## src/rtl/agen_pkg.sv

```systemverilog
package agen_pkg;

  typedef enum logic [1:0] {
    SZ_BYTE = 2'd0,
    SZ_HALF = 2'd1,
    SZ_WORD = 2'd2,
    SZ_RSVD = 2'd3
  } acc_size_e;

  typedef enum logic [1:0] {
    SRC_REG   = 2'd0,
    SRC_SP    = 2'd1,
    SRC_PC    = 2'd2,
    SRC_PCADD = 2'd3
  } base_src_e;

  // The reserved size code behaves as a word access.
  function automatic logic [1:0] norm_size(input logic [1:0] sz);
    return (sz == SZ_RSVD) ? 2'(SZ_WORD) : sz;
  endfunction

endpackage

```

## src/rtl/agen_base_sel.sv

```systemverilog
module agen_base_sel
  import agen_pkg::*;
#(
  parameter int ADDR_W = 32
) (
  input  logic [1:0]        base_src,
  input  logic [ADDR_W-1:0] base_reg,
  input  logic [ADDR_W-1:0] sp_val,
  input  logic [ADDR_W-1:0] cur_pc,
  input  logic              in_delay,
  input  logic [ADDR_W-1:0] jump_pc,
  output logic [ADDR_W-1:0] base
);

  localparam logic [ADDR_W-1:0] PC_ALIGN_MASK = ~ADDR_W'(3);

  logic [ADDR_W-1:0] pc_eff;
  logic [ADDR_W-1:0] pc_aligned;

  // A delay-slot instruction takes the jump's address as its PC.
  assign pc_eff     = in_delay ? jump_pc : cur_pc;
  assign pc_aligned = pc_eff & PC_ALIGN_MASK;

  always_comb begin
    unique case (base_src_e'(base_src))
      SRC_REG:   base = base_reg;
      SRC_SP:    base = sp_val;
      SRC_PC:    base = pc_aligned;
      SRC_PCADD: base = pc_aligned;
      default:   base = base_reg;
    endcase
  end

endmodule

```

## src/rtl/agen_offset.sv

```systemverilog
module agen_offset
  import agen_pkg::*;
#(
  parameter int ADDR_W     = 32,
  parameter int REG_OFF_W  = 5,
  parameter int WIDE_OFF_W = 8
) (
  input  logic [1:0]            base_src,
  input  logic [1:0]            size_n,
  input  logic [WIDE_OFF_W-1:0] raw_off,
  output logic [ADDR_W-1:0]     off_scaled
);

  localparam int EXT_W = ADDR_W - WIDE_OFF_W;
  localparam int PCADD_SHIFT = 2;

  logic [ADDR_W-1:0] narrow_z;
  logic [ADDR_W-1:0] wide_z;
  logic [ADDR_W-1:0] wide_s;

  assign narrow_z = ADDR_W'(raw_off[REG_OFF_W-1:0]);
  assign wide_z   = ADDR_W'(raw_off);
  assign wide_s   = {{EXT_W{raw_off[WIDE_OFF_W-1]}}, raw_off};

  always_comb begin
    unique case (base_src_e'(base_src))
      SRC_REG:   off_scaled = narrow_z << size_n;
      SRC_SP:    off_scaled = wide_z << size_n;
      SRC_PC:    off_scaled = wide_z << size_n;
      SRC_PCADD: off_scaled = wide_s << PCADD_SHIFT;
      default:   off_scaled = narrow_z << size_n;
    endcase
  end

endmodule

```

## src/rtl/agen_lane_ctl.sv

```systemverilog
module agen_lane_ctl #(
  parameter int DATA_W = 32,
  localparam int LANES  = DATA_W / 8,
  localparam int LANE_W = $clog2(LANES)
) (
  input  logic [LANE_W-1:0] lane,
  input  logic [1:0]        size_n,
  input  logic [DATA_W-1:0] store_val,
  output logic [LANES-1:0]  strobe,
  output logic              misalign,
  output logic [DATA_W-1:0] wdata
);

  logic [LANE_W-1:0] low_mask;
  logic [LANES-1:0]  strobe_raw;

  // Bits of the lane index that must be zero for the chosen size.
  assign low_mask = LANE_W'((1 << size_n) - 1);
  assign misalign = |(lane & low_mask);

  // A lane is enabled when it shares the access's size-aligned group.
  for (genvar i = 0; i < LANES; i++) begin : g_lane
    assign strobe_raw[i] = ((LANE_W'(i) >> size_n) == (lane >> size_n));
  end

  assign strobe = misalign ? '0 : strobe_raw;
  assign wdata  = store_val << {lane, 3'b000};

endmodule

```

## src/rtl/agen_load_fmt.sv

```systemverilog
module agen_load_fmt
  import agen_pkg::*;
#(
  parameter int DATA_W = 32,
  localparam int LANES  = DATA_W / 8,
  localparam int LANE_W = $clog2(LANES)
) (
  input  logic [DATA_W-1:0] rd_data,
  input  logic [LANE_W-1:0] lane,
  input  logic [1:0]        size_n,
  input  logic              is_unsigned,
  output logic [DATA_W-1:0] result
);

  logic [DATA_W-1:0] shifted;
  logic              fill_b;
  logic              fill_h;

  assign shifted = rd_data >> {lane, 3'b000};
  assign fill_b  = ~is_unsigned & shifted[7];
  assign fill_h  = ~is_unsigned & shifted[15];

  always_comb begin
    unique case (acc_size_e'(size_n))
      SZ_BYTE: result = {{(DATA_W-8){fill_b}}, shifted[7:0]};
      SZ_HALF: result = {{(DATA_W-16){fill_h}}, shifted[15:0]};
      default: result = shifted;
    endcase
  end

endmodule

```

## src/rtl/lsu_agen.sv

```systemverilog
module lsu_agen
  import agen_pkg::*;
#(
  parameter int ADDR_W     = 32,
  parameter int DATA_W     = 32,
  parameter int REG_OFF_W  = 5,
  parameter int WIDE_OFF_W = 8,
  localparam int LANES  = DATA_W / 8,
  localparam int LANE_W = $clog2(LANES)
) (
  input  logic                  clk,
  input  logic                  rst,
  input  logic                  req_valid,
  input  logic [1:0]            req_size,
  input  logic [1:0]            req_base,
  input  logic                  req_store,
  input  logic                  req_unsigned,
  input  logic [WIDE_OFF_W-1:0] req_off,
  input  logic [ADDR_W-1:0]     base_reg,
  input  logic [ADDR_W-1:0]     sp_val,
  input  logic [ADDR_W-1:0]     cur_pc,
  input  logic                  in_delay,
  input  logic [ADDR_W-1:0]     jump_pc,
  input  logic [DATA_W-1:0]     store_val,
  input  logic                  rd_valid,
  input  logic [DATA_W-1:0]     rd_data,
  output logic                  out_valid,
  output logic [ADDR_W-1:0]     out_addr,
  output logic                  out_mem,
  output logic                  out_store,
  output logic [LANES-1:0]      out_strobe,
  output logic                  out_misalign,
  output logic                  out_pcadd,
  output logic [DATA_W-1:0]     out_wdata,
  output logic                  wb_valid,
  output logic [DATA_W-1:0]     wb_data
);

  logic [1:0]        size_n;
  logic              is_pcadd;
  logic [ADDR_W-1:0] base;
  logic [ADDR_W-1:0] off_scaled;
  logic [ADDR_W-1:0] eff_addr;
  logic [LANES-1:0]  lane_strobe;
  logic              lane_mis;
  logic [DATA_W-1:0] lane_wdata;
  logic              mem_ok;
  logic              mis_hit;

  // Context of the last aligned load, used to format returning data.
  logic [LANE_W-1:0] ctx_lane;
  logic [1:0]        ctx_size;
  logic              ctx_uns;
  logic [DATA_W-1:0] fmt_data;

  assign size_n   = norm_size(req_size);
  assign is_pcadd = (base_src_e'(req_base) == SRC_PCADD);

  agen_base_sel #(.ADDR_W(ADDR_W)) u_base (
    .base_src (req_base),
    .base_reg (base_reg),
    .sp_val   (sp_val),
    .cur_pc   (cur_pc),
    .in_delay (in_delay),
    .jump_pc  (jump_pc),
    .base     (base)
  );

  agen_offset #(
    .ADDR_W     (ADDR_W),
    .REG_OFF_W  (REG_OFF_W),
    .WIDE_OFF_W (WIDE_OFF_W)
  ) u_off (
    .base_src   (req_base),
    .size_n     (size_n),
    .raw_off    (req_off),
    .off_scaled (off_scaled)
  );

  assign eff_addr = base + off_scaled;

  agen_lane_ctl #(.DATA_W(DATA_W)) u_lane (
    .lane      (eff_addr[LANE_W-1:0]),
    .size_n    (size_n),
    .store_val (store_val),
    .strobe    (lane_strobe),
    .misalign  (lane_mis),
    .wdata     (lane_wdata)
  );

  assign mis_hit = req_valid & ~is_pcadd & lane_mis;
  assign mem_ok  = req_valid & ~is_pcadd & ~lane_mis;

  always_ff @(posedge clk) begin
    if (rst) begin
      out_valid    <= 1'b0;
      out_addr     <= '0;
      out_mem      <= 1'b0;
      out_store    <= 1'b0;
      out_strobe   <= '0;
      out_misalign <= 1'b0;
      out_pcadd    <= 1'b0;
      out_wdata    <= '0;
    end else begin
      out_valid    <= req_valid;
      out_addr     <= eff_addr;
      out_mem      <= mem_ok;
      out_store    <= req_valid & ~is_pcadd & req_store;
      out_strobe   <= mem_ok ? lane_strobe : '0;
      out_misalign <= mis_hit;
      out_pcadd    <= req_valid & is_pcadd;
      out_wdata    <= lane_wdata;
    end
  end

  always_ff @(posedge clk) begin
    if (rst) begin
      ctx_lane <= '0;
      ctx_size <= 2'(SZ_WORD);
      ctx_uns  <= 1'b0;
    end else if (mem_ok && !req_store) begin
      ctx_lane <= eff_addr[LANE_W-1:0];
      ctx_size <= size_n;
      ctx_uns  <= req_unsigned;
    end
  end

  agen_load_fmt #(.DATA_W(DATA_W)) u_fmt (
    .rd_data     (rd_data),
    .lane        (ctx_lane),
    .size_n      (ctx_size),
    .is_unsigned (ctx_uns),
    .result      (fmt_data)
  );

  always_ff @(posedge clk) begin
    if (rst) begin
      wb_valid <= 1'b0;
      wb_data  <= '0;
    end else begin
      wb_valid <= rd_valid;
      wb_data  <= fmt_data;
    end
  end

endmodule

```

## config.mk

```make
export PLATFORM = sky130hd
export DESIGN_NAME = lsu_agen
export DESIGN_NICKNAME = d
export VERILOG_FILES = /design/src/rtl/agen_pkg.sv /design/src/rtl/agen_base_sel.sv /design/src/rtl/agen_offset.sv /design/src/rtl/agen_lane_ctl.sv /design/src/rtl/agen_load_fmt.sv /design/src/rtl/lsu_agen.sv
export SDC_FILE = /design/constraint.sdc
export NUM_CORES = 1
export LEC_CHECK = 0
export ABC_AREA = 1
export BUFFER_PORTS_ARGS = -buffer_cell sky130_fd_sc_hd__buf_2
export CORE_ASPECT_RATIO = 0.5
export CORE_UTILIZATION = 44
export DETAILED_ROUTE_END_ITERATION = 6
export HOLD_SLACK_MARGIN = 0.15
export PLACE_DENSITY = 0.84
export SETUP_SLACK_MARGIN = 0.1
export SLEW_MARGIN = 10
export SYNTH_ARGS = -nofsm -noshare
export SYNTH_HDL_FRONTEND = slang
export SYNTH_SLANG_ARGS = --single-unit
```

## constraint.sdc

```tcl
create_clock -name clk -period 3.24 [get_ports clk]
set_input_delay 0.324 -clock clk [delete_from_list [all_inputs] [get_ports clk]]
set_output_delay 0.324 -clock clk [all_outputs]
set_load 0.005 [all_outputs]
```

### After elaboration in Yosys (flattened, before gate mapping)

Index checks and enable logic that the tools add are counted.

| word-level totals | value |
|---|---|
| bits in registers | 111 |
| word-level logic and storage cells | 59 |

| operators by class | value |
|---|---|
| bitwise operators | 12 |
| shifts and indexed selects | 10 |
| eq/ne operators | 9 |
| $add $sub $neg | 2 |
| reduce and logical (&&, ||, !) cells | 8 |
| multiplexer cells | 5 |

Operators with widths:

| operator | count |
|---|---|
| 32-bit one-hot mux with 3 select lines | 2 |
| 32-bit one-hot mux with 2 select lines | 1 |
| 32-bit adder | 1 |
| 32-bit 2-to-1 mux | 1 |
| 32-bit by 5-bit left shift with 32-bit output | 1 |
| 5-bit by 2-bit left shift with 32-bit output | 1 |
| 8-bit by 2-bit left shift with 32-bit output | 1 |
| 32-bit by 5-bit right shift with 32-bit output | 1 |
| 2-bit equality test | 4 |
| 1-bit AND | 7 |
| 2-bit equality test (second input constant) | 3 |
| 2-bit OR reduction | 3 |
| 2-bit by 1-bit equality test with 1-bit output (second input constant) | 2 |
| 2-bit logical NOT | 2 |
| 1-bit inverter | 4 |
| 4-bit OR reduction | 1 |
| 1-bit by 2-bit right shift with 2-bit output (first input constant) | 2 |
| 2-bit by 2-bit right shift with 2-bit output (first input constant) | 2 |
| 2-bit AND | 1 |
| 2-bit 2-to-1 mux | 1 |
| 1-bit by 2-bit left shift with 2-bit output (first input constant) | 1 |
| 2-bit by 2-bit right shift with 2-bit output | 1 |
| 2-bit subtractor (second input constant) | 1 |
| 1-bit logical AND | 1 |
| 1-bit logical NOT | 1 |

### Logic depth before layout (Yosys ltp)

Gate-level depths: netlist (run 1).

| depth | value |
|---|---|
| depth in word-level cells | 11 |
| mapped depth | 21 |
| gate-level depth less buffers | 19 |

### Hierarchy

Synthesis (run 1) repeated with hierarchy kept, for this count alone.

| unflattened totals | value |
|---|---|
| cells, all modules | 1586 |
| area total of the unflattened synthesis | 8996.1 µm² |

Modules (own cells, without submodules):

| module | instances | sequential area each (µm²) | area each (µm²) | cells each |
|---|---|---|---|---|
| lsu_agen | 1 | 2222.1 | 5517.8 | 822 |
| agen_base_sel | 1 | 0.0 | 1348.8 | 328 |
| agen_load_fmt | 1 | 0.0 | 903.4 | 174 |
| agen_lane_ctl | 1 | 0.0 | 745.7 | 175 |
| agen_offset | 1 | 0.0 | 480.5 | 87 |

### Worst setup path after synthesis (run 1)

OpenSTA, ideal clock, no wires.

| path | value |
|---|---|
| kind | in2reg |
| from | in req_base[0] |
| to | reg out_wdata[22] |
| required time | 3.166 ns |
| buffers on the path | 3 |
| arrival time | 2.988 ns |
| library setup time | 0.074 ns |
| stages | 18 |
| slack | 0.177 ns |
| cell sequence | inv_1 > ha_1 > clkbuf_1 > inv_1 > nand2_1 > inv_1 > clkbuf_1 > a22o_1 > ha_1 > inv_1 > fa_1 > inv_1 > nor2_1 > inv_1 > buf_2 > a21oi_1 > o21ai_0 > o21ai_0 |

| between the ends | value |
|---|---|
| word-level cells in the longest chain between the ends | 5 |

RTL lines:

| what | line | source |
|---|---|---|
| from (decl) | lsu_agen.sv:15 | `input logic [1:0] req_base,` |
| 2-bit equality test or 2-bit by 1-bit equality test with 1-bit output (tied branches) | agen_base_sel.sv:25, agen_offset.sv:26 |  |
| 2-bit OR reduction (no line) | - |  |
| 32-bit one-hot mux with 3 select lines, on equally long branches | agen_base_sel.sv:25, agen_offset.sv:26 |  |
| 32-bit adder * | lsu_agen.sv:80 | `assign eff_addr = base + off_scaled;` |
| 32-bit by 5-bit left shift with 32-bit output * | agen_lane_ctl.sv:27 | `assign wdata = store_val << {lane, 3'b000};` |
| to (signal assigned) | lsu_agen.sv:112 | `out_wdata <= lane_wdata;` |
| to (decl) | lsu_agen.sv:34 | `output logic [DATA_W-1:0] out_wdata,` |

Every way passes the cells marked *; elsewhere a longest branch is shown, timed or not.
A chain may end at the register's enable or synchronous reset.

### Worst setup path in the final report (run 1)

| path | value |
|---|---|
| from | in req_base[0] |
| to | reg out_addr[25] |

| between the ends | value |
|---|---|
| word-level cells in the longest chain between the ends | 4 |

RTL lines:

| what | line | source |
|---|---|---|
| 2-bit equality test or 2-bit by 1-bit equality test with 1-bit output (tied branches) | agen_base_sel.sv:25, agen_offset.sv:26 |  |
| 2-bit OR reduction (no line) | - |  |
| 32-bit one-hot mux with 3 select lines, on equally long branches | agen_base_sel.sv:25, agen_offset.sv:26 |  |
| 32-bit adder * | lsu_agen.sv:80 |  |
| to (signal assigned) | lsu_agen.sv:106 | `out_addr <= eff_addr;` |
| to (decl) | lsu_agen.sv:28 | `output logic [ADDR_W-1:0] out_addr,` |

Marks and branches as above.

==> Implementation_results.wiki, run 1 <==
{| class="wikitable"
! Metric !! Value
|-
| Gp weighted congestion || 0.894
|-
| Core box area || 16400 µm²
|-
| Vias || 8864
|-
| Startpoint type of the worst setup path || primary input
|-
| Number of DRC markers after the initial detailed-route iteration || 521
|-
| Proportion of synthesized chip area in sequential cells || 30.2%
|-
| Total die area || 17300 µm²
|-
| CTS H-Tree Depth || 3
|-
| Distinct cell type count of the synthesized netlist || 40
|-
| Maximum resistive drop on vdd || 0.308 mV
|-
| Post-Route Skew || 0.00654 ns
|-
| Clock tree from TritonCTS || built
|-
| Average via count per standard cell || 5.01
|-
| Pre-Repair DR Iteration Count || 5
|-
| Ratio of total power to cell area || 402 nW/µm²
|-
| Number of port buffers || 312
|-
| Final setup violation count || 0
|-
| Standard-cell row count || 33
|-
| Die extent in x || 185 µm
|-
| Maximum number of pins on one net before global-route repair || 55
|-
| Tcrit/Tclk final || 90.5%
|-
| Clock Root Buffer || sky130_fd_sc_hd__clkbuf_16
|-
| Number of pins exceeding their max-slew limit in the final report || 0
|-
| CTS hold repair buffers || 0
|-
| Crit path arrival time || 3.22 ns
|-
| Fmax achieved || 341 MHz
|-
| Required @ worst endpoint || 3.53 ns
|-
| Area share of the largest cell type after synthesis || 30.2%
|-
| Remaining design rule violation count || 0
|-
| Post-DRT Antenna Nets || 0
|-
| Top library cells by usage in the layout, fill and taps aside || sky130_fd_sc_hd__nand2_1 (403), sky130_fd_sc_hd__buf_2 (312), sky130_fd_sc_hd__inv_1 (167)
|-
| Max Buffers Root-to-Sink || 2
|-
| Effective utilization at floorplan || 45.0%
|-
| Number of buffers inserted during clock tree synthesis || 9
|-
| # clock sinks || 111
|-
| Post-detailed-placement half-perimeter wirelength || 19.4 mm
|-
| Max capacitance violation total || 0
|-
| Number of placed I/O pins || 317
|-
| Setup CP Type || primary input to flip-flop
|-
| Slew HR || 61.1%
|-
| Kind of end point of the critical path || flip-flop
|-
| Transition time of the tightest slew-check pin || 0.577 ns
|-
| Worst min-delay path category || primary input to flip-flop
|-
| Area added between synthesis and finish || 31.4%
|-
| Post-Syn Area || 7370 µm²
|-
| Number of antenna violations at the first check in global routing || 0
|-
| Antenna diode count || 0
|-
| Tmin final || 2.93 ns
|-
| Library cell with the largest summed area after synthesis || sky130_fd_sc_hd__dfxtp_1
|-
| Total wirelength of the detailed-routed design || 23.9 mm
|-
| Register bit total from synthesis || 111
|-
| Setup tns final || 0 ns
|-
| Synth warnings || 0
|-
| Global route overflow || 0
|-
| Global router's overall resource usage || 27.7%
|-
| Clock transition at the registers of the reported paths || 0.08 ns
|-
| Biggest area contributors in the synthesized netlist || sky130_fd_sc_hd__dfxtp_1 (30%), sky130_fd_sc_hd__nand2_1 (21%), sky130_fd_sc_hd__inv_1 (8.5%), sky130_fd_sc_hd__nor2_1 (8.1%), sky130_fd_sc_hd__ha_1 (6.5%)
|-
| Number of global-route vias before repair || 8148
|-
| # nets final || 1788
|-
| Most frequent standard cell in the layout excluding fill and tap cells || sky130_fd_sc_hd__nand2_1
|-
| Global-route wire length before repair || 38.5 mm
|-
| Static leakage || 5.63 nW
|-
| Setup repair after global routing missed its margin || true
|-
| Routed wire length per instance || 13.5 µm
|-
| Outcome || finished, final reports clean
|-
| Ratio of cells with drive above 1 in the final layout || 24.6%
|-
| Syn_nets || 1466
|-
| Skew-Pair Late Insertion Delay || 0.35 ns
|-
| Final count of hold timing violations || 0
|-
| Syn Inst Count || 1216
|-
| Hold Worst Slack || 0.172 ns
|-
| Die Height || 93.5 µm
|-
| Critical path fanouts, max || 13
|-
| Syn_area_per_cell || 6.06 µm²
|}
layout make-up:
type | instances | area [µm²]
Fill cell | 1595 | 6670
Sequential cell | 111 | 2220
Multi-Input combinational cell | 890 | 4300
Inverter | 170 | 642
Clock inverter | 7 | 77.6
Clock buffer | 9 | 225
Tap cell | 227 | 284
Timing Repair Buffer | 356 | 1930
final timing paths:
path | from | cells after the start | to | slack, ns
worst max-delay path | req_base[0] | 16 | out_addr[25] | 0.31
worst min-delay path | rd_valid | 3 | wb_valid | 0.17
worst max register to register | ctx_lane[0] | 9 | wb_data[18] | 1.41
worst min register to register | ctx_size[0] | 2 | ctx_size[0] | 0.47
flip-flops by register name (all words and copies together), names as in the netlist:
name and flops:
ctx_uns 1, ctx_size 2, out_strobe 4, out_valid 1, out_mem 1, out_wdata 32, ctx_lane 2, wb_valid 1
wb_data 32, out_addr 32, out_pcadd 1, out_misalign 1, out_store 1
stage by stage:
stage	worst slack (ns)	instance area, µm²	util (%)	cells	power [mW]
final	0.307	9680	59.2	1770	3.89
after global routing	0.100	9680	59.2	1770	4.15
after CTS	0.405	9670	59.2	1770	3.90
after detailed placement	0.0501	9370	57.3	1754	2.80
after global placement	0.0826	9370	57.3	1754	2.78
after floorplan	0.177	7370	-	1216	2.25
metal layers:
layer | vias up | part of all wire (%) | GRT usage (%) | wire length, µm
met4 | 0 | 3.2 | 10.5 | 767
met1 | 3920 | 44 | 34.5 | 10600
met5 | - | 0 | 0 | 0
li1 | 4518 | - | - | -
met2 | 356 | 47 | 48.6 | 11200
met3 | 70 | 5.6 | 4.01 | 1350
where the power goes:
part	switching (mW)	leakage, nW	total [mW]	internal, mW
logic	0.722	4.56	1.24	0.515
registers	0.0408	0.920	1.55	1.51
clock network	0.553	0.144	1.10	0.547
timing repair:
action                                  in CTS  in global routing
endpoints found under the setup margin       0                  1
resized for setup                            0                  1
setup buffers                                0                  0
kinds of logic after synthesis:
family	after synthesis	share of synthesized area (%)
XOR/XNOR	1	0.119
AND/OR/NAND/NOR	644	34.7
buffers and inverters	215	11.6
adder cells (fa/ha/maj)	39	6.73
multiplexers	1	0.136
flip-flops	111	30.2
AO/OA/AOI/OAI	205	16.6
cells in the mapped netlist (all sizes together):
master,instances
nand2,403
inv,168
nor2,159
dfxtp,111
o21ai,71
a21oi,68
nand3,56
ha,38
o311ai,29
clkbuf,28
buf,17
o22ai,12
and2,10
nor3,9
a31oi,7
nand4,6
o21bai,4
o21a,3
o221ai,3
a22oi,2
clkinv,2
o211ai,2
a21o,1
a221oi,1
a22o,1
a32oi,1
fa,1
mux2i,1
or2,1
xor2,1
worst max-delay path, cell delays in order:
cell and delay [ns]:
sky130_fd_sc_hd__buf_2 0.11, sky130_fd_sc_hd__inv_1 0.06, sky130_fd_sc_hd__ha_1 0.25, sky130_fd_sc_hd__nor2_1 0.18
sky130_fd_sc_hd__inv_1 0.11, sky130_fd_sc_hd__buf_4 0.19, sky130_fd_sc_hd__o311ai_0 0.46, sky130_fd_sc_hd__ha_1 0.34
sky130_fd_sc_hd__nand2_1 0.21, sky130_fd_sc_hd__inv_1 0.09, sky130_fd_sc_hd__a21oi_1 0.22, sky130_fd_sc_hd__nand3_1 0.23
sky130_fd_sc_hd__nand2_1 0.15, sky130_fd_sc_hd__nand3_1 0.07, sky130_fd_sc_hd__and2_1 0.14, sky130_fd_sc_hd__nor2_1 0.07
Power figures use the tool's default switching activity.
==> inputs of run 2 (changes only) <==
--- a/config.mk
+++ b/config.mk
@@ -6,12 +6,13 @@
 export NUM_CORES = 1
 export LEC_CHECK = 0
 export ABC_AREA = 1
-export BUFFER_PORTS_ARGS = -buffer_cell sky130_fd_sc_hd__buf_2
+export ABC_CLOCK_PERIOD_IN_PS = 3240
 export CORE_ASPECT_RATIO = 0.5
-export CORE_UTILIZATION = 44
+export CORE_UTILIZATION = 55
 export DETAILED_ROUTE_END_ITERATION = 6
+export DONT_BUFFER_PORTS = 1
 export HOLD_SLACK_MARGIN = 0.15
-export PLACE_DENSITY = 0.84
+export PLACE_DENSITY = 0.79
 export SETUP_SLACK_MARGIN = 0.1
 export SLEW_MARGIN = 10
 export SYNTH_ARGS = -nofsm -noshare
==> run 2 against run 1 <==
Effect of this change:
- the run now ends with DRC left
- sequential share of layout area grew 4.2 points
- global-route usage grew 5.4 points
- combinational power shrank 25%
- final cell count shrank 20%
- wire length shrank 3.4%
- critical path depth grew 1
- flip-flop and latch count is the same
- final area shrank 15%
- total power shrank 5.8%
- first-iteration DRC count grew 66%
- worst setup slack gained 0.067 ns
==> Implementation_results.wiki, run 2 (synthesis gave the netlist of run 1 again) <==
{| class="wikitable"
! Metric !! Value
|-
| Hold Worst Slack || 0.158 ns (-0.0137 ns)
|-
| Clock tree from TritonCTS || built
|-
| Clock Root Buffer || sky130_fd_sc_hd__clkbuf_16
|-
| Number of pins exceeding their max-slew limit in the final report || 0 (unchanged)
|-
| Pre-Repair DR Iteration Count || 7 (+2)
|-
| Post-DRT Antenna Nets || 0 (unchanged)
|-
| Standard-cell row count || 29 (-12%)
|-
| Ratio of total power to cell area || 447 nW/µm² (+11%)
|-
| Tmin final || 2.87 ns (-0.0670 ns)
|-
| Slew HR || 41.8% (-19 points)
|-
| Maximum number of pins on one net before global-route repair || 36 (-35%)
|-
| Ratio of cells with drive above 1 in the final layout || 4.10% (-21 points)
|-
| Outcome || finished with violations
|-
| Number of port buffers || 0 (-100%)
|-
| Slowest CP cell || sky130_fd_sc_hd__inv_1
|-
| Transition time of the tightest slew-check pin || 0.871 ns (+0.294 ns)
|-
| Max capacitance violation total || 0 (unchanged)
|-
| Setup repair after global routing missed its margin || false
|-
| Static leakage || 4.34 nW (-23%)
|-
| Setup CP Type || primary input to flip-flop
|-
| Fmax achieved || 349 MHz (+2.3%)
|-
| Failing checks || DRC
|-
| Post-detailed-placement half-perimeter wirelength || 17.9 mm (-8.2%)
|-
| Final count of hold timing violations || 0 (unchanged)
|-
| Required @ worst endpoint || 3.49 ns (-0.04 ns)
|-
| Setup tns final || 0 ns (unchanged)
|-
| Instance count after placement with tap cells included || 1369 (-22%)
|-
| Global-route wire length before repair || 36.8 mm (-4.5%)
|-
| Routed wire length per instance || 16.3 µm (+21%)
|-
| Max Buffers Root-to-Sink || 2 (unchanged)
|-
| Overall power consumption || 3.66 mW (-5.8%)
|-
| Number of antenna violations at the first check in global routing || 0 (unchanged)
|-
| Post-CTS setup-driven buffer insertion count || 0 (unchanged)
|-
| Final design area excluding fillers || 8190 µm² (-15%)
|-
| Total wirelength of the detailed-routed design || 23.1 mm (-3.4%)
|-
| Average via count per standard cell || 5.68 (+13%)
|-
| Count of filler cells inserted in the layout || 1205 (-24%)
|-
| CTS H-Tree Depth || 3 (unchanged)
|-
| Reg area || 2220 µm² (unchanged)
|-
| Antenna diode count || 0 (unchanged)
|-
| CP max stage delay || 0.52 ns (+0.06 ns)
|-
| # nets final || 1490 (-17%)
|-
| Effective utilization at floorplan || 57.3% (+12 points)
|-
| Cells along the critical path || ha_1 -> nor2_1 -> nor2_1 -> inv_1 -> o311ai_0 -> buf_4 -> ha_1 -> nand2_1 -> nand2_1 -> nand2_1 -> nand2_1 -> nand2_1 -> nand3_1 -> a21oi_1 -> nand2_1 -> nand2_1 -> nor2_1
|-
| Die Height || 83.8 µm (-10%)
|-
| Number of placed I/O pins || 317 (unchanged)
|-
| Gp weighted congestion || 0.953 (+6.6%)
|-
| Global router's overall resource usage || 33.2% (+5.4 points)
|-
| Number of DRC markers after the initial detailed-route iteration || 865 (+66%)
|-
| Worst min-delay path category || primary input to flip-flop
|-
| Maximum resistive drop on vdd || 0.279 mV (-9.3%)
|-
| Vias || 8042 (-9.3%)
|-
| Post-Route Skew || 0.00435 ns (-0.00218 ns)
|-
| Critical path fanouts, max || 28 (+15)
|-
| Total die area || 13900 µm² (-20%)
|-
| Remaining design rule violation count || 30 (+30)
|-
| Final setup violation count || 0 (unchanged)
|-
| Crit path arrival time || 3.11 ns (-0.11 ns)
|-
| Layout Cells excl Fill || 1415 (-20%)
|-
| Startpoint type of the worst setup path || primary input
|-
| # clock sinks || 111 (unchanged)
|-
| Biggest regs || out_addr x32, out_wdata x32, wb_data x32
|-
| Crit path buf inv count || 2 (-3)
|-
| Number of global-route vias before repair || 7381 (-9.4%)
|-
| Kind of end point of the critical path || flip-flop
|-
| Core box area || 12800 µm² (-21%)
|-
| Dominant delay contributor by cell family on the critical path || simple AND/OR/NAND/NOR gates
|-
| Most frequent standard cell in the layout excluding fill and tap cells || sky130_fd_sc_hd__nand2_1
|-
| Global route overflow || 0 (unchanged)
|-
| Top library cells by usage in the layout, fill and taps aside || sky130_fd_sc_hd__nand2_1 (403), sky130_fd_sc_hd__inv_1 (167), sky130_fd_sc_hd__nor2_1 (159)
|-
| Tcrit/Tclk final || 88.5% (-2.1 points)
|-
| Skew-Pair Late Insertion Delay || 0.35 ns (about the same)
|-
| Die extent in x || 166 µm (-10%)
|-
| CP dominant cell by count || sky130_fd_sc_hd__nand2_1
|-
| Post-cts repair resize count || 0 (unchanged)
|-
| Placed instance area || 7580 µm² (-19%)
|-
| Total area of multi-input combinational cells || 4290 µm² (-0.12%)
|-
| Clock transition at the registers of the reported paths || 0.08 ns (about the same)
|-
| Number of buffers inserted during clock tree synthesis || 9 (unchanged)
|-
| Area added between synthesis and finish || 11.2%
|}
==> run 2: cell count changes in the layout (fill, tap and decap cells not counted) <==
cell / change
sky130_fd_sc_hd__dlygate4sd3_1: +30
sky130_fd_sc_hd__buf_2: -312
sky130_fd_sc_hd__nor3_1: +1
sky130_fd_sc_hd__nor3_2: -1
sky130_fd_sc_hd__clkinv_4: -2
sky130_fd_sc_hd__buf_4: -13
sky130_fd_sc_hd__inv_8: +2
sky130_fd_sc_hd__buf_12: -3
==> run 2: final cells by class <==
type	count	area share (%)
inverter	170	7.84
clock inverter	7	1.01
timing repair buffer	58	6.23
sequential	111	27.1
tap	170	2.60
multi-input combinational	890	52.4
clock buffer	9	2.75
==> run 2: where the power goes <==
part	switching, mW	internal (mW)	leakage [nW]
clock network	0.580	0.555	0.148
logic	0.598	0.331	3.27
registers	0.0850	1.51	0.920
==> run 2: final timing paths <==
path,from,endpoint,slack [ns],cells past startpoint
worst min register to register,ctx_size[0],ctx_size[0],0.48,2
worst max-delay path,req_base[0],out_addr[18],0.37,17
worst max register to register,ctx_lane[0],wb_data[6],1.06,7
worst min-delay path,store_val[25],out_wdata[25],0.16,2
==> run 2: metal layers <==
metal | routed length [µm] | global-route usage (%) | share of wire (%)
met1 | 9710 | 39.8 | 42
met2 | 10700 | 58.3 | 46
met3 | 2070 | 7.54 | 9.0
met4 | 641 | 12.3 | 2.8
met5 | 0 | 0 | 0
==> run 2: stage by stage <==
stage | utilization (%) | worst slack [ns]
floorplan | - | 0.177
global placement | 59.0 | 0.172
detailed placement | 59.0 | 0.0834
CTS | 63.7 | 0.449
global route | 63.7 | 0.114
finish | 63.7 | 0.374
==> run 2: timing repair <==
item                                    CTS  global route
hold buffers                             30             0
hold endpoints to repair                 43             0
endpoints found under the setup margin    0             0
